<file path="src/rtl/flash_cmd_pkg.sv">
package flash_cmd_pkg;
  localparam logic [7:0] CMD_READ_ARRAY  = 8'hFF;
  localparam logic [7:0] CMD_READ_ID     = 8'h90;
  localparam logic [7:0] CMD_READ_SR     = 8'h70;
  localparam logic [7:0] CMD_CLR_SR      = 8'h50;
  localparam logic [7:0] CMD_ERASE_SETUP = 8'h20;
  localparam logic [7:0] CMD_CONFIRM     = 8'hD0;
  localparam logic [7:0] CMD_WRITE_SETUP = 8'h40;
  localparam logic [7:0] CMD_WRITE_ALT   = 8'h10;
  localparam logic [7:0] CMD_LOCK_SETUP  = 8'h60;
  localparam logic [7:0] CMD_SET_BLK     = 8'h01;
  localparam logic [7:0] CMD_SET_MST     = 8'hF1;

  localparam int SR_ERASE_ERR = 5;
  localparam int SR_PROG_ERR  = 4;
  localparam int SR_VPP_LOW   = 3;
  localparam int SR_LOCKED    = 1;

  typedef enum logic [1:0] {RD_ARRAY, RD_ID, RD_STATUS} rd_mode_e;
  typedef enum logic [1:0] {ARM_NONE, ARM_ERASE, ARM_WRITE, ARM_LOCK} arm_e;
  typedef enum logic [2:0] {OP_NONE, OP_ERASE, OP_WRITE, OP_SET_BLK,
                            OP_SET_MST, OP_CLR_LOCKS} op_e;
endpackage

</file>
<file path="src/rtl/flash_bus_capture.sv">
module flash_bus_capture #(
  parameter int KEY_W = 5
) (
  input  logic             clk_i,
  input  logic             rst_ni,
  input  logic             ce_ni,
  input  logic             we_ni,
  input  logic             rp_ni,
  input  logic [KEY_W-1:0] key_i,
  input  logic [7:0]       data_i,
  output logic             commit_o,
  output logic [KEY_W-1:0] key_o,
  output logic [7:0]       data_o
);
  logic act, act_q;
  logic [KEY_W-1:0] key_q;
  logic [7:0] data_q;

  assign act = !ce_ni && !we_ni && rp_ni;

  always_ff @(posedge clk_i or negedge rst_ni) begin
    if (!rst_ni) begin
      act_q  <= 1'b0;
      key_q  <= '0;
      data_q <= '0;
    end else begin
      act_q <= act;
      if (act) begin
        key_q  <= key_i;
        data_q <= data_i;
      end
    end
  end

  // first rising enable ends the write
  assign commit_o = act_q && !act && rp_ni;
  assign key_o    = key_q;
  assign data_o   = data_q;
endmodule

</file>
<file path="src/rtl/flash_op_timer.sv">
module flash_op_timer #(
  parameter int OP_CYCLES = 16,
  parameter int CNT_W     = 5
) (
  input  logic clk_i,
  input  logic rst_ni,
  input  logic start_i,
  input  logic abort_i,
  output logic busy_o,
  output logic done_o
);
  logic busy_q;
  logic [CNT_W-1:0] cnt_q;

  always_ff @(posedge clk_i or negedge rst_ni) begin
    if (!rst_ni) begin
      busy_q <= 1'b0;
      cnt_q  <= '0;
    end else if (abort_i) begin
      busy_q <= 1'b0;
      cnt_q  <= '0;
    end else if (start_i && !busy_q) begin
      busy_q <= 1'b1;
      cnt_q  <= CNT_W'(OP_CYCLES - 1);
    end else if (busy_q) begin
      if (cnt_q == '0) busy_q <= 1'b0;
      else             cnt_q  <= cnt_q - 1'b1;
    end
  end

  assign busy_o = busy_q;
  assign done_o = busy_q && (cnt_q == '0) && !abort_i;
endmodule

</file>
<file path="src/rtl/flash_store.sv">
module flash_store
  import flash_cmd_pkg::*;
#(
  parameter int NUM_BLK = 8,
  parameter int WORDS   = 4,
  parameter int BLK_W   = 3,
  parameter int WORD_W  = 2
) (
  input  logic               clk_i,
  input  logic               rst_ni,
  input  logic               apply_i,
  input  op_e                op_i,
  input  logic [BLK_W-1:0]   blk_i,
  input  logic [WORD_W-1:0]  word_i,
  input  logic [7:0]         data_i,
  input  logic [BLK_W-1:0]   rd_blk_i,
  input  logic [WORD_W-1:0]  rd_word_i,
  output logic [7:0]         rd_data_o,
  output logic [NUM_BLK-1:0] blk_lock_o,
  output logic               mst_lock_o
);
  logic [7:0] rd_bank [NUM_BLK];
  logic mst_q;

  for (genvar b = 0; b < NUM_BLK; b++) begin : g_blk
    logic [7:0] cell_q [WORDS];
    logic lock_q;
    logic hit;
    assign hit = (blk_i == BLK_W'(b));

    always_ff @(posedge clk_i or negedge rst_ni) begin
      if (!rst_ni) begin
        for (int w = 0; w < WORDS; w++) cell_q[w] <= 8'hFF;
        lock_q <= 1'b0;
      end else if (apply_i) begin
        if (hit && op_i == OP_ERASE)
          for (int w = 0; w < WORDS; w++) cell_q[w] <= 8'hFF;
        if (hit && op_i == OP_WRITE)
          cell_q[word_i] <= cell_q[word_i] & data_i;
        if (hit && op_i == OP_SET_BLK) lock_q <= 1'b1;
        if (op_i == OP_CLR_LOCKS)      lock_q <= 1'b0;
      end
    end

    assign rd_bank[b]    = cell_q[rd_word_i];
    assign blk_lock_o[b] = lock_q;
  end

  always_ff @(posedge clk_i or negedge rst_ni) begin
    if (!rst_ni)                              mst_q <= 1'b0;
    else if (apply_i && op_i == OP_SET_MST)   mst_q <= 1'b1;
  end

  assign mst_lock_o = mst_q;
  assign rd_data_o  = rd_bank[rd_blk_i];
endmodule

</file>
<file path="src/rtl/flash_cmd_fsm.sv">
module flash_cmd_fsm
  import flash_cmd_pkg::*;
#(
  parameter int NUM_BLK = 8,
  parameter int BLK_W   = 3,
  parameter int WORD_W  = 2
) (
  input  logic               clk_i,
  input  logic               rst_ni,
  input  logic               rp_ni,
  input  logic               rp_hv_i,
  input  logic               vpp_ok_i,
  input  logic               commit_i,
  input  logic [BLK_W-1:0]   cblk_i,
  input  logic [WORD_W-1:0]  cword_i,
  input  logic [7:0]         cdata_i,
  input  logic               busy_i,
  input  logic [NUM_BLK-1:0] blk_lock_i,
  input  logic               mst_lock_i,
  output rd_mode_e           mode_o,
  output logic [6:0]         sr_o,
  output logic               start_o,
  output op_e                op_o,
  output logic [BLK_W-1:0]   op_blk_o,
  output logic [WORD_W-1:0]  op_word_o,
  output logic [7:0]         op_data_o
);
  rd_mode_e mode_q, mode_d;
  arm_e arm_q, arm_d;
  logic [6:0] sr_q, sr_d;
  op_e op_q, op_d, try_op;
  logic [BLK_W-1:0] blk_q, blk_d;
  logic [WORD_W-1:0] word_q, word_d;
  logic [7:0] data_q, data_d;
  logic start, seq_err, denied;
  int err_bit;

  always_comb begin
    mode_d  = mode_q;
    arm_d   = arm_q;
    sr_d    = sr_q;
    op_d    = op_q;
    blk_d   = blk_q;
    word_d  = word_q;
    data_d  = data_q;
    try_op  = OP_NONE;
    seq_err = 1'b0;
    start   = 1'b0;
    denied  = 1'b0;
    err_bit = SR_PROG_ERR;

    if (commit_i && !busy_i) begin
      unique case (arm_q)
        ARM_NONE: begin
          unique case (cdata_i)
            CMD_READ_ARRAY:  mode_d = RD_ARRAY;
            CMD_READ_ID:     mode_d = RD_ID;
            CMD_READ_SR:     mode_d = RD_STATUS;
            CMD_CLR_SR: begin
              sr_d[SR_ERASE_ERR] = 1'b0;
              sr_d[SR_PROG_ERR]  = 1'b0;
              sr_d[SR_VPP_LOW]   = 1'b0;
              sr_d[SR_LOCKED]    = 1'b0;
            end
            CMD_ERASE_SETUP: begin arm_d = ARM_ERASE; mode_d = RD_STATUS; end
            CMD_WRITE_SETUP,
            CMD_WRITE_ALT:   begin arm_d = ARM_WRITE; mode_d = RD_STATUS; end
            CMD_LOCK_SETUP:  begin arm_d = ARM_LOCK;  mode_d = RD_STATUS; end
            default: ;
          endcase
        end
        ARM_ERASE: begin
          if (cdata_i == CMD_CONFIRM) try_op = OP_ERASE;
          else                        seq_err = 1'b1;
        end
        ARM_WRITE: try_op = OP_WRITE;
        ARM_LOCK: begin
          unique case (cdata_i)
            CMD_SET_BLK: try_op = OP_SET_BLK;
            CMD_SET_MST: try_op = OP_SET_MST;
            CMD_CONFIRM: try_op = OP_CLR_LOCKS;
            default:     seq_err = 1'b1;
          endcase
        end
        default: ;
      endcase

      if (arm_q != ARM_NONE) begin
        arm_d  = ARM_NONE;
        mode_d = RD_STATUS;
      end
    end

    if (seq_err) begin
      sr_d[SR_ERASE_ERR] = 1'b1;
      sr_d[SR_PROG_ERR]  = 1'b1;
    end

    if (try_op != OP_NONE) begin
      if (try_op == OP_ERASE || try_op == OP_CLR_LOCKS) err_bit = SR_ERASE_ERR;
      unique case (try_op)
        OP_ERASE, OP_WRITE:        denied = blk_lock_i[cblk_i] && !rp_hv_i;
        OP_SET_BLK, OP_CLR_LOCKS:  denied = mst_lock_i && !rp_hv_i;
        OP_SET_MST:                denied = !rp_hv_i;
        default:                   denied = 1'b0;
      endcase
      if (!vpp_ok_i) begin
        sr_d[err_bit]    = 1'b1;
        sr_d[SR_VPP_LOW] = 1'b1;
      end else if (denied) begin
        sr_d[err_bit]   = 1'b1;
        sr_d[SR_LOCKED] = 1'b1;
      end else begin
        start  = 1'b1;
        op_d   = try_op;
        blk_d  = cblk_i;
        word_d = cword_i;
        data_d = cdata_i;
      end
    end
  end

  always_ff @(posedge clk_i or negedge rst_ni) begin
    if (!rst_ni) begin
      mode_q <= RD_ARRAY;
      arm_q  <= ARM_NONE;
      sr_q   <= '0;
      op_q   <= OP_NONE;
      blk_q  <= '0;
      word_q <= '0;
      data_q <= '0;
    end else if (!rp_ni) begin
      mode_q <= RD_ARRAY;
      arm_q  <= ARM_NONE;
      sr_q   <= '0;
      op_q   <= OP_NONE;
    end else begin
      mode_q <= mode_d;
      arm_q  <= arm_d;
      sr_q   <= sr_d;
      op_q   <= op_d;
      blk_q  <= blk_d;
      word_q <= word_d;
      data_q <= data_d;
    end
  end

  assign mode_o    = mode_q;
  assign sr_o      = sr_q;
  assign start_o   = start && rp_ni;
  assign op_o      = op_q;
  assign op_blk_o  = blk_q;
  assign op_word_o = word_q;
  assign op_data_o = data_q;
endmodule

</file>
<file path="src/rtl/flash_cmd_ctrl.sv">
module flash_cmd_ctrl
  import flash_cmd_pkg::*;
#(
  parameter int         ADDR_W        = 19,
  parameter int         NUM_BLK       = 8,
  parameter int         WORDS_PER_BLK = 4,
  parameter int         OP_CYCLES     = 16,
  parameter logic [7:0] MFR_CODE      = 8'h5A,
  parameter logic [7:0] DEV_CODE      = 8'hC3
) (
  input  logic              clk_i,
  input  logic              rst_ni,
  input  logic              ce_ni,
  input  logic              oe_ni,
  input  logic              we_ni,
  input  logic              rp_ni,
  input  logic              rp_hv_i,
  input  logic              vpp_ok_i,
  input  logic [ADDR_W-1:0] addr_i,
  input  logic [7:0]        data_i,
  output logic [7:0]        data_o,
  output logic              data_oe_o,
  output logic              ready_o
);
  localparam int BLK_W  = $clog2(NUM_BLK);
  localparam int WORD_W = $clog2(WORDS_PER_BLK);
  localparam int OFF_W  = ADDR_W - BLK_W;
  localparam int KEY_W  = BLK_W + WORD_W;
  localparam int CNT_W  = $clog2(OP_CYCLES + 1);

  logic [BLK_W-1:0]  rd_blk;
  logic [WORD_W-1:0] rd_word;
  logic [OFF_W-1:0]  rd_off;
  logic [KEY_W-1:0]  key_in, key_cap;
  logic [7:0]        cdata;
  logic              commit, busy, done, start;
  rd_mode_e          mode;
  logic [6:0]        sr;
  op_e               op;
  logic [BLK_W-1:0]  op_blk;
  logic [WORD_W-1:0] op_word;
  logic [7:0]        op_data, arr_data, id_data, rd_mux;
  logic [NUM_BLK-1:0] blk_lock;
  logic              mst_lock;

  assign rd_blk  = addr_i[ADDR_W-1 -: BLK_W];
  assign rd_word = addr_i[WORD_W-1:0];
  assign rd_off  = addr_i[OFF_W-1:0];
  assign key_in  = {rd_blk, rd_word};

  flash_bus_capture #(.KEY_W(KEY_W)) u_cap (
    .clk_i, .rst_ni, .ce_ni, .we_ni, .rp_ni,
    .key_i(key_in), .data_i,
    .commit_o(commit), .key_o(key_cap), .data_o(cdata)
  );

  flash_cmd_fsm #(.NUM_BLK(NUM_BLK), .BLK_W(BLK_W), .WORD_W(WORD_W)) u_fsm (
    .clk_i, .rst_ni, .rp_ni, .rp_hv_i, .vpp_ok_i,
    .commit_i(commit),
    .cblk_i(key_cap[KEY_W-1 -: BLK_W]),
    .cword_i(key_cap[WORD_W-1:0]),
    .cdata_i(cdata),
    .busy_i(busy),
    .blk_lock_i(blk_lock), .mst_lock_i(mst_lock),
    .mode_o(mode), .sr_o(sr), .start_o(start),
    .op_o(op), .op_blk_o(op_blk), .op_word_o(op_word), .op_data_o(op_data)
  );

  flash_op_timer #(.OP_CYCLES(OP_CYCLES), .CNT_W(CNT_W)) u_tmr (
    .clk_i, .rst_ni,
    .start_i(start), .abort_i(!rp_ni),
    .busy_o(busy), .done_o(done)
  );

  flash_store #(.NUM_BLK(NUM_BLK), .WORDS(WORDS_PER_BLK),
                .BLK_W(BLK_W), .WORD_W(WORD_W)) u_store (
    .clk_i, .rst_ni,
    .apply_i(done), .op_i(op), .blk_i(op_blk), .word_i(op_word), .data_i(op_data),
    .rd_blk_i(rd_blk), .rd_word_i(rd_word), .rd_data_o(arr_data),
    .blk_lock_o(blk_lock), .mst_lock_o(mst_lock)
  );

  always_comb begin
    id_data = 8'h00;
    if (rd_off == OFF_W'(2))
      id_data = {7'd0, blk_lock[rd_blk]};
    else if (rd_blk == '0) begin
      if (rd_off == OFF_W'(0))      id_data = MFR_CODE;
      else if (rd_off == OFF_W'(1)) id_data = DEV_CODE;
      else if (rd_off == OFF_W'(3)) id_data = {7'd0, mst_lock};
    end
  end

  always_comb begin
    if (busy || mode == RD_STATUS) rd_mux = {!busy, sr};
    else if (mode == RD_ID)        rd_mux = id_data;
    else                           rd_mux = arr_data;
  end

  assign data_oe_o = !ce_ni && !oe_ni && rp_ni;
  assign data_o    = data_oe_o ? rd_mux : 8'h00;
  assign ready_o   = !busy;
endmodule

</file>
<file path="config.mk">
export PLATFORM = sky130hd
export DESIGN_NAME = flash_cmd_ctrl
export DESIGN_NICKNAME = d
export VERILOG_FILES = /design/src/rtl/flash_cmd_pkg.sv /design/src/rtl/flash_bus_capture.sv /design/src/rtl/flash_op_timer.sv /design/src/rtl/flash_store.sv /design/src/rtl/flash_cmd_fsm.sv /design/src/rtl/flash_cmd_ctrl.sv
export SDC_FILE = /design/constraint.sdc
export NUM_CORES = 1
export LEC_CHECK = 0
export BUFFER_PORTS_ARGS = -buffer_cell sky130_fd_sc_hd__clkbuf_2
export CELL_PAD_IN_SITES_DETAIL_PLACEMENT = 1
export CELL_PAD_IN_SITES_GLOBAL_PLACEMENT = 2
export CORE_ASPECT_RATIO = 1.25
export CORE_MARGIN = 2
export CORE_UTILIZATION = 40
export DETAILED_ROUTE_END_ITERATION = 8
export GPL_ROUTABILITY_DRIVEN = 0
export GPL_TIMING_DRIVEN = 0
export PLACE_DENSITY_LB_ADDON = 0.1
export SKIP_LAST_GASP = 1
export SLEW_MARGIN = 20
export SYNTH_ARGS = -nofsm -noshare
export SYNTH_HDL_FRONTEND = slang
export SYNTH_SLANG_ARGS = --single-unit
</file>
<file path="constraint.sdc">
create_clock -name clk_i -period 8.1 [get_ports clk_i]
set_clock_uncertainty 0.2 [all_clocks]
set_input_delay 1.62 -clock clk_i [delete_from_list [all_inputs] [get_ports clk_i]]
set_output_delay 1.62 -clock clk_i [all_outputs]
set_load 0.01 [all_outputs]
</file>
### Yosys cells after proc, flatten, opt, wreduce, memory -nomap -nowiden

Index checks and enable logic that the tools add are counted.

| word-level totals | value |
|---|---|
| output and inout port bits | 10 |
| register bits | 312 |
| logic and storage cells | 367 |
| input port bits | 35 |

| cells by class | value |
|---|---|
| equal/unequal tests | 46 |
| $add $sub $neg | 1 |
| $lt $le $gt $ge | 8 |
| bitwise gates (word level) | 13 |
| muxes and demuxes | 163 |
| reductions and logical operators | 82 |

Operator list:

| cell | number |
|---|---|
| 32-bit 2-to-1 mux | 25 |
| 8-bit 2-to-1 mux | 42 |
| 8-bit binary-select mux with 2-bit select | 16 |
| 32-bit bitwise mux | 8 |
| 8-bit AND | 8 |
| 1-bit logical AND | 40 |
| 1-bit 2-to-1 mux | 36 |
| 16-bit by 2-bit equality test with 1-bit output (second input constant) | 2 |
| 8-bit by 7-bit equality test with 1-bit output (second input constant) | 4 |
| 8-bit equality test (second input constant) | 4 |
| 32-bit by 1-bit >= comparator with 1-bit output (second input constant) | 1 |
| 32-bit by 5-bit < comparator with 1-bit output (second input constant) | 1 |
| 7-bit 2-to-1 mux | 4 |
| 8-bit binary-select mux with 3-bit select | 1 |
| 3-bit equality test (second input constant) | 8 |
| 3-bit 2-to-1 mux | 8 |
| 5-bit 2-to-1 mux | 4 |
| 2-bit AND reduction | 10 |
| 3-bit by 2-bit equality test with 1-bit output (second input constant) | 6 |
| 2-bit 2-to-1 mux | 9 |
| 3-bit case mux with 3 select lines | 2 |
| 2-bit nonzero test | 9 |
| 8-bit demux with 2-bit select | 1 |
| 16-bit by 1-bit equality test with 1-bit output (second input constant) | 1 |
| other kinds (38) | 63 |

### Depth between registers and ports, before layout

Gate-level depths: netlist (run 1).

| logic depth | value |
|---|---|
| depth after elaboration | 21 |
| depth in mapped cells | 10 |
| mapped depth without buffers | 8 |

### Hierarchy

From an unflattened synthesis (run 1), not the netlist that was laid out.

| unflattened totals | value |
|---|---|
| cells, all modules | 1450 |
| area total of the unflattened synthesis | 17493.0 µm² |

By module, submodules not included:

| module | cells each | times used | area an instance (µm²) | seq. area each (µm²) |
|---|---|---|---|---|
| flash_store | 1186 | 1 | 14702.9 | 6951.7 |
| flash_cmd_fsm | 143 | 1 | 1473.9 | 600.6 |
| flash_bus_capture | 30 | 1 | 579.3 | 350.3 |
| flash_cmd_ctrl | 61 | 1 | 404.1 | 0.0 |
| flash_op_timer | 30 | 1 | 332.8 | 150.1 |

### Least setup slack after synthesis (run 1)

OpenSTA, ideal clock, no wires.

| timing path | value |
|---|---|
| path type | in2out |
| start point | input addr_i[0] |
| end point | output data_o[5] |
| slack | 2592 ps |
| stages on the path | 7 |
| required time | 6280 ps |
| arrival time | 3688 ps |
| buffers on the path | 3 |
| cells stage by stage | clkbuf_1 -> buf_1 -> clkbuf_1 -> mux4_2 -> nor2b_1 -> a2111oi_0 -> o31ai_1 |

| on the way | value |
|---|---|
| word-level cells in the longest chain between the ends | 10 |
| elaborated cells between the ends (all ways) | 36 |
| classes of those cells | eq/ne: 1; mux: 33; bitwise: 1; reduce/logical: 1 |

RTL lines:

| what | RTL line | source |
|---|---|---|
| start: declaration | flash_cmd_ctrl.sv:19 | `input logic [ADDR_W-1:0] addr_i,` |
| 2-bit inverter with 3-bit output (not written as such) | flash_store.sv:45 | `assign rd_bank[b] = cell_q[rd_word_i];` |
| 8-bit binary-select mux with 2-bit select | flash_store.sv:45 |  |
| 8-bit 2-to-1 mux (not written as such) (2 in series) | flash_store.sv:45 |  |
| 8-bit binary-select mux with 3-bit select | flash_store.sv:55 | `assign rd_data_o = rd_bank[rd_blk_i];` |
| 8-bit 2-to-1 mux (not written as such) (2 in series) | flash_store.sv:55 |  |
| 8-bit 2-to-1 mux (*) | flash_cmd_ctrl.sv:96 | `else if (mode == RD_ID) rd_mux = id_data;` |
| 8-bit 2-to-1 mux (*) | flash_cmd_ctrl.sv:95 | `if (busy \|\| mode == RD_STATUS) rd_mux = {!busy, sr};` |
| 8-bit 2-to-1 mux (*) | flash_cmd_ctrl.sv:101 | `assign data_o = data_oe_o ? rd_mux : 8'h00;` |
| end: declaration | flash_cmd_ctrl.sv:21 | `output logic [7:0] data_o,` |

Mark *: on every way between the ends. The rest lies on a longest branch, timed or not. The select of a mux whose other input is x is not followed.

### Worst setup path in the final report (run 1)

| timing path | value |
|---|---|
| start point | input addr_i[1] |
| end point | output data_o[5] |

Same word-level chain as after synthesis.

==> impl_metrics.json, run 1 <==
{
  "rsz0062_at_grt": "no",
  "final_nets": 1567,
  "hold_violations": 0,
  "fill_cells": 4517,
  "synthTopCellsByArea": "dfstp_2 (40%), mux4_2 (19%), dfrtp_1 (7.9%), nor3_1 (7.8%), a21oi_1 (7.6%)",
  "clockBufferDepth": 3,
  "synth.distinct_cells": 61,
  "finalSetupViolCount": 0,
  "cp_top_family": "buffers and inverters",
  "ant_nets": 0,
  "maxSlewViolCount": 0,
  "status": "finished, final reports clean",
  "drtPass1Iterations": 5,
  "peakVddDrop_uv": 135.2,
  "ys.flop_type": "dfstp_2",
  "grt_max_degree": 87,
  "multiInputGateArea_mm2": 0.008257,
  "die_area_mm2": 0.04381,
  "die_w_um": 187.6,
  "synth.ff_latch_count": 309,
  "crit_fanout": 10,
  "ctsHoldBuffers": 0,
  "cp_common_cell": "buf_2",
  "postPlaceCellArea_mm2": 0.01786,
  "core_mm2": 0.04183,
  "final_cells": 2118,
  "swShare_pct": 24.07,
  "synth-async-reset-ratio_pct": 100.0,
  "design_area_mm2": 0.01913,
  "diodes": 0,
  "seq_power_share_pct": 44.8,
  "cts.sinks": 309,
  "yosys_warnings": 0,
  "drt_iter0_markers": 866,
  "finalWirelength_mm": 64.22,
  "endpoint_kind": "output port",
  "cpPeakStageDelay_ns": 1.07,
  "antenna_found_initial": 1,
  "drv_cap": 0,
  "synth_edf_count": 0,
  "detail_route.vias_per_cell": 6.262,
  "grt_pass1_wl_mm": 95.30,
  "worstSetupStartpointType": "input port",
  "syn_nets": 1485,
  "max_freq_mhz": 133.5,
  "p_clk_share_pct": 49.8,
  "grt_pass1_vias": 13963,
  "via_count": 13263,
  "path_cells": "buf_2, clkbuf_1, buf_2, buf_2, mux4_2, a2111oi_0, o31ai_1, clkbuf_2",
  "setup.worst_path.class": "input port to output port",
  "syn_to_final_growth_pct": 13.50,
  "layout-drive-gt1-share_pct": 40.99,
  "postSynthCellCount": 1448,
  "path_clk_slew_ns": 0.06,
  "total_power_mw": 3.532,
  "timing.final.crit_share_pct": 92.47,
  "critPathBufInv": 5,
  "track_usage_pct": 29.81,
  "maxSlewHeadroom_pct": 18.38,
  "min_path_type": "flop to flop",
  "cts_setup_buffers": 0,
  "ys_top_cells_by_count": "nor3_1 (264), dfstp_2 (256), a21oi_1 (255)",
  "leakagePower_nw": 7.452,
  "cts_tree": "built",
  "dp.final_hpwl_mm": 43.13,
  "clk_latency_ns": 0.56,
  "syn_area_mm2": 0.01686,
  "synth_area_per_cell_um2": 11.64,
  "power_frac_comb_pct": 5.4,
  "start_util_pct": 40.30,
  "yosysTopAreaCellShare_pct": 39.90,
  "synth-seq-area-share_pct": 47.77,
  "synth_largest_area_cell": "dfstp_2",
  "post_cts_resized": 0,
  "io_pins": 45,
  "p_per_area_mw_per_mm2": 184.6,
  "die_y_um": 233.5,
  "cts_inserted_buffers": 38,
  "min_period_ns": 7.490,
  "grt-ovfl-total": 0,
  "final.setup.tns_ns": 0,
  "detail_route.wl_per_cell_um": 30.32,
  "dp_cells": 2049,
  "synth_most_common_cell": "nor3_1",
  "cts-root-buf": "clkbuf_16",
  "port_buffers": 39,
  "htreeDepth": 2,
  "rows": 84,
  "p_switching_mw": 0.8501,
  "worstPathRequired_ns": 6.28,
  "crit_arrival_ns": 5.67,
  "final-seq-area_mm2": 0.008053,
  "tightest_slew_ns": 1.193,
  "cpMaxStageDelayCell": "a2111oi_0",
  "route.detailed.drc": 0,
  "intPower_mw": 2.682
}
metrics by stage:
| step | setup slack (ns) | util, % | hold slack [ns] |
|---|---|---|---|
| 5_1_grt | 0.6185 | 45.74 | 0.3348 |
| 2_1_floorplan | 2.592 | - | 0.2536 |
| 3_5_place_dp | 0.7444 | 42.71 | 0.2933 |
| 6_report | 0.6099 | 45.74 | 0.3024 |
| 3_3_place_gp | -1.661 | 42.44 | 0.2859 |
| 4_1_cts | 0.7648 | 45.74 | 0.3063 |
flip-flops by register name, summed over array words and instances (netlist names):
| signal | cells |
|---|---|
| u_fsm.op_o | 3 |
| u_tmr.cnt_q | 5 |
| u_fsm.op_data_o | 8 |
| u_fsm.op_blk_o | 3 |
| u_store.mst_lock_o | 1 |
| u_fsm.arm_q | 2 |
| u_cap.key_o | 5 |
| u_cap.data_o | 8 |
| u_tmr.busy_o | 1 |
| u_fsm.op_word_o | 2 |
| u_store.g_blk.lock_q | 8 |
| u_cap.act_q | 1 |
| u_store.g_blk.cell_q | 256 |
| u_fsm.mode_o | 2 |
| u_fsm.sr_o | 4 |
cells by family (layout without fill, tap and decap cells):
group / Yosys count / count (layout) / synth area share (%)
simple gates: 507 / 507 / 15.98
buf+inv: 115 / 226 / 3.251
mux: 188 / 188 / 22.01
flops: 309 / 309 / 47.77
fa+ha+maj: 2 / 2 / 0.1484
compound gates: 325 / 325 / 10.74
xor+xnor: 2 / 2 / 0.1039
layer usage:
metal	wire length [um]	track usage, %
met5	13	0
met3	3145	4.417
met2	31320	50.16
met4	3181	14.27
met1	26570	37.94
final timing paths:
check                                                start                                      end  slack, ns  depth (start not counted)
worst min-delay path            u_cap.key_o[1]$_DFFE_PN0P_               u_cap.key_o[1]$_DFFE_PN0P_       0.30                          1
worst max register to register  u_tmr.cnt_q[0]$_DFFE_PN0P_   u_store.g_blk[6].cell_q[7]$_DFFE_PN1P_       4.17                          9
worst min register to register  u_cap.key_o[1]$_DFFE_PN0P_               u_cap.key_o[1]$_DFFE_PN0P_       0.30                          1
min in group asynchronous                           rst_ni              u_cap.data_o[4]$_DFFE_PN0P_       0.90                          1
worst max-delay path                             addr_i[1]                                data_o[5]       0.61                          8
max in group asynchronous                           rst_ni  u_store.g_blk[7].cell_q[29]$_DFFE_PN1P_       5.40                          3
cells in the final DEF (no fill, tap or decap), drive strengths merged, types with 3 or more instances in the layout:
cell	Yosys	final
nand2b	7	7
mux2	31	31
nor3	264	264
nand2	86	86
a21boi	3	3
nand3	11	11
dfstp	256	256
buf	67	70
nand3b	6	6
o21a	11	11
dfrtp	53	53
a211oi	3	3
or3	4	4
mux4	143	143
nor4	9	9
o21ai	13	13
nor2	91	91
mux2i	14	14
nor2b	8	8
o31ai	3	3
inv	9	9
clkinv	0	8
a21oi	273	273
clkbuf	39	136
or3b	3	3
nand4	3	3
and2	3	3
layout make-up:
class,count,area share (%)
clock inverter,11,0.5624
buffer,106,2.799
sequential,309,42.09
tap,559,3.655
multi-input combinational,1024,43.15
inverter,9,0.1766
timing repair buffer,42,1.498
clock buffer,58,6.068
power groups by stage:
| stage | Combinational [mW] | Sequential, mW | Clock [mW] |
|---|---|---|---|
| 2_1_floorplan | 0.0989 | 1.60 | 0 |
| 3_3_place_gp | 0.187 | 1.60 | 0 |
| 3_5_place_dp | 0.195 | 1.61 | 0 |
| 4_1_cts | 0.195 | 1.58 | 1.79 |
| 5_1_grt | 0.207 | 1.58 | 1.84 |
| 6_report | 0.192 | 1.58 | 1.76 |
Note: power is estimated with default switching activity, not from simulation.
==> run 2: changes to the inputs <==
Settings changed: CTS_BUF_LIST set to sky130_fd_sc_hd__clkbuf_4 sky130_fd_sc_hd__clkbuf_8.
==> run 2 against run 1 <==
Worst hold slack improved by 0.00097 ns. Clock power fell by 9.7%. Largest cell class unchanged. First-iteration DRC count grew 14%. Routed wire length increased by 0.58%. Fmax up 0.11%. Total power is 4.7% lower. Sequential share of layout area up 0.20 points. Setup slack improved by 0.0079 ns. Global-route usage is 0.22 points higher. Register-to-register slack got worse by 0.08 ns. Cell count increased by 1.4%. Cell area fell by 0.48%.
==> impl_metrics.json, run 2 (synthesized netlist as in run 1, its figures left out) <==
{
  "layout-drive-gt1-share_pct": 42.76,
  "grt-ovfl-total": 0,
  "endpoint_kind": "output port",
  "worstSetupStartpointType": "input port",
  "setup.worst_path.class": "input port to output port",
  "cts_tree": "built",
  "tightest_slew_ns": 1.173,
  "design_area_mm2": 0.01904,
  "final.setup.tns_ns": 0,
  "antenna_found_initial": 2,
  "status": "finished, final reports clean",
  "min_period_ns": 7.482,
  "min_path_type": "flop to flop",
  "grt_pass1_wl_mm": 95.88,
  "mostFrequentLayoutCells": "nor3_1 (264), dfstp_2 (256), a21oi_1 (255)",
  "rrSetupSlack_ns": 4.09,
  "die_y_um": 233.5,
  "drtPass1Iterations": 5,
  "cts_inserted_buffers": 55,
  "drv_cap": 0,
  "dp_worst_setup_slack_ns": 0.7444,
  "drt_iter0_markers": 988,
  "min_from": "u_cap.key_o[1]$_DFFE_PN0P_",
  "dp.final_hpwl_mm": 43.13,
  "peakVddDrop_uv": 103.7,
  "syn_to_final_growth_pct": 12.95,
  "ctsHoldBuffers": 0,
  "worst_slack_ns": 0.6178,
  "r2r_end": "u_store.g_blk[6].cell_q[7]$_DFFE_PN1P_",
  "clockBufferDepth": 3,
  "worstPathRequired_ns": 6.28,
  "crit_fanout": 10,
  "rsz0062_at_grt": "no",
  "maxSlewHeadroom_pct": 21.80,
  "max_freq_mhz": 133.7,
  "top_register": "u_store.g_blk.cell_q",
  "fin_util_pct": 45.52,
  "die_area_mm2": 0.04381,
  "hold_violations": 0,
  "detail_route.vias_per_cell": 6.245,
  "port_buffers": 39,
  "finalWirelength_mm": 64.60,
  "finalSetupViolCount": 0,
  "leakagePower_nw": 7.460,
  "via_count": 13414,
  "layout_commonest_cell": "nor3_1",
  "core_mm2": 0.04183,
  "maxSlewViolCount": 0,
  "rows": 84,
  "clk_latency_ns": 0.66,
  "crit_arrival_ns": 5.66,
  "cts.sinks": 309,
  "grt_max_degree": 87,
  "r2r_start": "u_tmr.cnt_q[0]$_DFFE_PN0P_",
  "post_cts_resized": 0,
  "timing.final.crit_share_pct": 92.37,
  "postPlaceCellArea_mm2": 0.01786,
  "detail_route.wl_per_cell_um": 30.07,
  "reg2regPathDepth": 9,
  "cts_setup_buffers": 0,
  "track_usage_pct": 30.02,
  "total_power_mw": 3.365,
  "cts-root-buf": "clkbuf_8",
  "final_nets": 1584,
  "hold_depth": 1,
  "grt_pass1_vias": 14034,
  "largest_reg_flops": 256,
  "htreeDepth": 2,
  "start_util_pct": 40.30,
  "p_per_area_mw_per_mm2": 176.7,
  "path_clk_slew_ns": 0.06,
  "min_to": "u_cap.key_o[1]$_DFFE_PN0P_",
  "die_w_um": 187.6,
  "ant_nets": 0,
  "route.detailed.drc": 0,
  "io_pins": 45
}
[run 2: report_power, final]
part / total [mW] / switching [mW] / internal, mW
clock: 1.59 / 0.705 / 0.884
combinational: 0.192 / 0.129 / 0.0629
sequential: 1.58 / 0.0165 / 1.57
total: 3.36 / 0.851 / 2.51
[run 2: worst max-delay path by stage]
stage	from	to	slack, ns	cells after the start
3_3_place_gp	rst_ni	u_fsm.op_word_o[0]$_DFFE_PN0P_	-1.66	1
2_1_floorplan	addr_i[0]	data_o[5]	2.59	7
6_report	addr_i[1]	data_o[5]	0.62	8
5_1_grt	addr_i[1]	data_o[5]	0.61	8
4_1_cts	addr_i[1]	data_o[5]	0.76	8
3_5_place_dp	addr_i[1]	data_o[5]	0.74	8
[run 2: per-stage QoR]
step           cells  hold slack (ns)
6_report        2148           0.3034
5_1_grt         2148           0.3357
4_1_cts         2147           0.3073
3_5_place_dp    2049           0.2933
3_3_place_gp    2046           0.2859
2_1_floorplan   1448           0.2536
[run 2: final cells by class]
class | instances | area (um2)
fillers | 4550 | 22790
multi-input cells | 1024 | 8257
flip-flops and latches | 309 | 8053
clock buffers | 93 | 1149
well taps | 559 | 699.4
plain buffers | 106 | 535.5
repair buffers | 42 | 286.5
inverters | 9 | 33.78
clock inverters | 5 | 25.02
diodes | 1 | 2.502
[run 2: worst max-delay path, stage by stage]
cell       delay, ns
buf_2           0.39
clkbuf_1        0.73
buf_2           0.58
buf_2           0.50
mux4_2          0.46
a2111oi_0       1.01
o31ai_1         0.17
clkbuf_2        0.18
[run 2: layer usage]
metal | vias to the layer above | track usage, % | share of wire (%)
met1 | 7089 | 38.11 | 41
met3 | 135 | 5.454 | 5.6
met2 | 470 | 50.15 | 49
met4 | 2 | 13.78 | 4.8
li1 | 5718 | - | -
met5 | - | 0 | 0.020
==> run 3: changes to the inputs <==
Settings changed: GPL_TIMING_DRIVEN 0 to 1.
==> run 3 against run 2 <==
Sequential share of layout area rose by 0.56 points. Highest routed layer unchanged. Die area stayed put. Sequential power barely moved. Largest cell class unchanged. Largest power group unchanged.
==> impl_metrics.json, run 3 (synthesized netlist as in run 1, its figures left out) <==
{
  "status": "finished, final reports clean",
  "endpoint_kind": "output port",
  "rrSetupSlack_ns": 3.90,
  "min_period_ns": 6.100,
  "start_util_pct": 40.30,
  "dp.final_hpwl_mm": 36.55,
  "r2r_end": "u_store.g_blk[1].cell_q[6]$_DFFE_PN1P_",
  "via_count": 12729,
  "timing.final.crit_share_pct": 75.31,
  "maxSlewHeadroom_pct": 27.22,
  "final.setup.tns_ns": 0,
  "cts.sinks": 309,
  "cpPeakStageDelay_ns": 0.63,
  "cts_tree": "built",
  "crit_fanout": 42,
  "finalWirelength_mm": 56.13,
  "cp_top_family": "multiplexers",
  "multiInputGateArea_mm2": 0.008304,
  "ctsHoldBuffers": 0,
  "worstSetupStartpointType": "input port",
  "die_area_mm2": 0.04381,
  "cts_inserted_buffers": 55,
  "antenna_found_initial": 2,
  "total_power_mw": 3.418,
  "peakVddDrop_uv": 110.8,
  "layout_commonest_cell": "nor3_1",
  "cp_common_cell": "mux4_2",
  "mostFrequentLayoutCells": "nor3_1 (264), dfstp_2 (256), a21oi_1 (255)",
  "path_cells": "buf_4, buf_12, mux4_2, mux4_2, mux2i_1, a211oi_1, clkbuf_2",
  "p_per_area_mw_per_mm2": 181.7,
  "cts_setup_buffers": 0,
  "cpMaxStageDelayCell": "buf_4",
  "finalSetupViolCount": 0,
  "hold_violations": 0,
  "design_area_mm2": 0.01881,
  "top_register": "u_store.g_blk.cell_q",
  "reg2regPathDepth": 8,
  "fill_cells": 4476,
  "wl_met1_mm": 24.31,
  "route.met3.wl_mm": 2.833,
  "min_to": "u_store.g_blk[2].lock_q$_DFFE_PN0P_",
  "detail_route.vias_per_cell": 6.146,
  "setup.worst_path.class": "input port to output port",
  "layout-drive-gt1-share_pct": 43.88,
  "dp_cells": 1974,
  "r2r_start": "u_tmr.cnt_q[0]$_DFFE_PN0P_",
  "io_pins": 45,
  "syn_to_final_growth_pct": 11.58,
  "largest_reg_flops": 256,
  "final_cells": 2071,
  "core_mm2": 0.04183,
  "clk_latency_ns": 0.66,
  "drt_iter0_markers": 782,
  "drtPass1Iterations": 5,
  "critPathBufInv": 3,
  "route.detailed.drc": 0,
  "worstPathRequired_ns": 6.28,
  "detail_route.wl_per_cell_um": 27.10,
  "grt-ovfl-total": 0,
  "cts-root-buf": "clkbuf_8",
  "postPlaceCellArea_mm2": 0.01756,
  "leakagePower_nw": 7.229,
  "die_w_um": 187.6,
  "min_path_type": "flop to flop",
  "grt_max_degree": 167,
  "rows": 84,
  "track_usage_pct": 26.17,
  "route.met2.wl_mm": 27.09,
  "tightest_slew_ns": 1.092,
  "clockBufferDepth": 3,
  "max_freq_mhz": 163.9,
  "path_clk_slew_ns": 0.06,
  "rsz0062_at_grt": "no",
  "maxSlewViolCount": 0,
  "min_from": "u_store.g_blk[2].lock_q$_DFFE_PN0P_",
  "port_buffers": 44,
  "grt_pass1_wl_mm": 86.35,
  "die_y_um": 233.5,
  "drv_cap": 0,
  "highest-signal-layer": "met5",
  "crit_arrival_ns": 4.28,
  "grt_pass1_vias": 13462,
  "htreeDepth": 2,
  "final-seq-area_mm2": 0.008060,
  "post_cts_resized": 0,
  "final_nets": 1509,
  "hold_depth": 1,
  "ant_nets": 0
}
==> run 3: changes by cell type in the layout (fill, tap and decap cells not counted), moves of 9 or more <==
cell / delta
buf_1: -9
clkbuf_1: -32
nor2_2: +17
buf_4: +15
nor2_1: -17
buf_2: -42
==> run 3: final cells by class <==
cell class	instances	share of cell area [%]
diodes	1	0.01330
multi-input cells	1024	44.15
well taps	559	3.718
clock inverters	11	0.8249
flip-flops and latches	309	42.85
repair buffers	73	2.541
clock buffers	85	5.721
inverters	9	0.1796
==> run 3: per-layer routing <==
layer	GRT usage [%]	vias up
met5	0	-
li1	-	5555
met4	10.29	2
met2	43.38	347
met3	3.591	87
met1	34.97	6738
==> run 3: stage by stage <==
| stage | hold WS, ns | util (%) | setup WS [ns] |
|---|---|---|---|
| global route | 0.3411 | 44.97 | 1.838 |
| floorplan | 0.2536 | - | 2.592 |
| CTS | 0.3186 | 44.91 | 1.983 |
| finish | 0.3173 | 44.97 | 2.000 |
| detailed placement | 0.3050 | 41.97 | 1.984 |
| global placement | 0.2901 | 41.96 | 2.026 |
==> run 3: how the worst max path moves through the flow <==
stage,from,end,slack (ns),cells after the start
final,addr_i[0],data_o[3],2.00,7
after CTS,addr_i[0],data_o[6],1.98,7
after detailed placement,addr_i[0],data_o[1],1.98,7
after floorplan,addr_i[0],data_o[5],2.59,7
after global routing,addr_i[0],data_o[6],1.84,7
after global placement,addr_i[0],data_o[6],2.03,7
==> run 3: worst reg2reg max path, stage by stage (launching register included) <==
cell and delay, ns:
dfrtp_1 0.40, inv_1 0.11, ha_1 0.18, or4b_1 0.66, nor4_4 0.61, nand3_1 0.74, nor2_1 0.95, nor3_1 0.11
a21oi_1 0.17
==> run 3: report_power, final <==
| part | leakage [nW] | internal (mW) | switching (mW) |
|---|---|---|---|
| Clock | 0.656 | 0.966 | 0.699 |
| Sequential | 3.34 | 1.57 | 0.0309 |
| Combinational | 3.23 | 0.0585 | 0.0968 |
| Total | 7.23 | 2.59 | 0.827 |
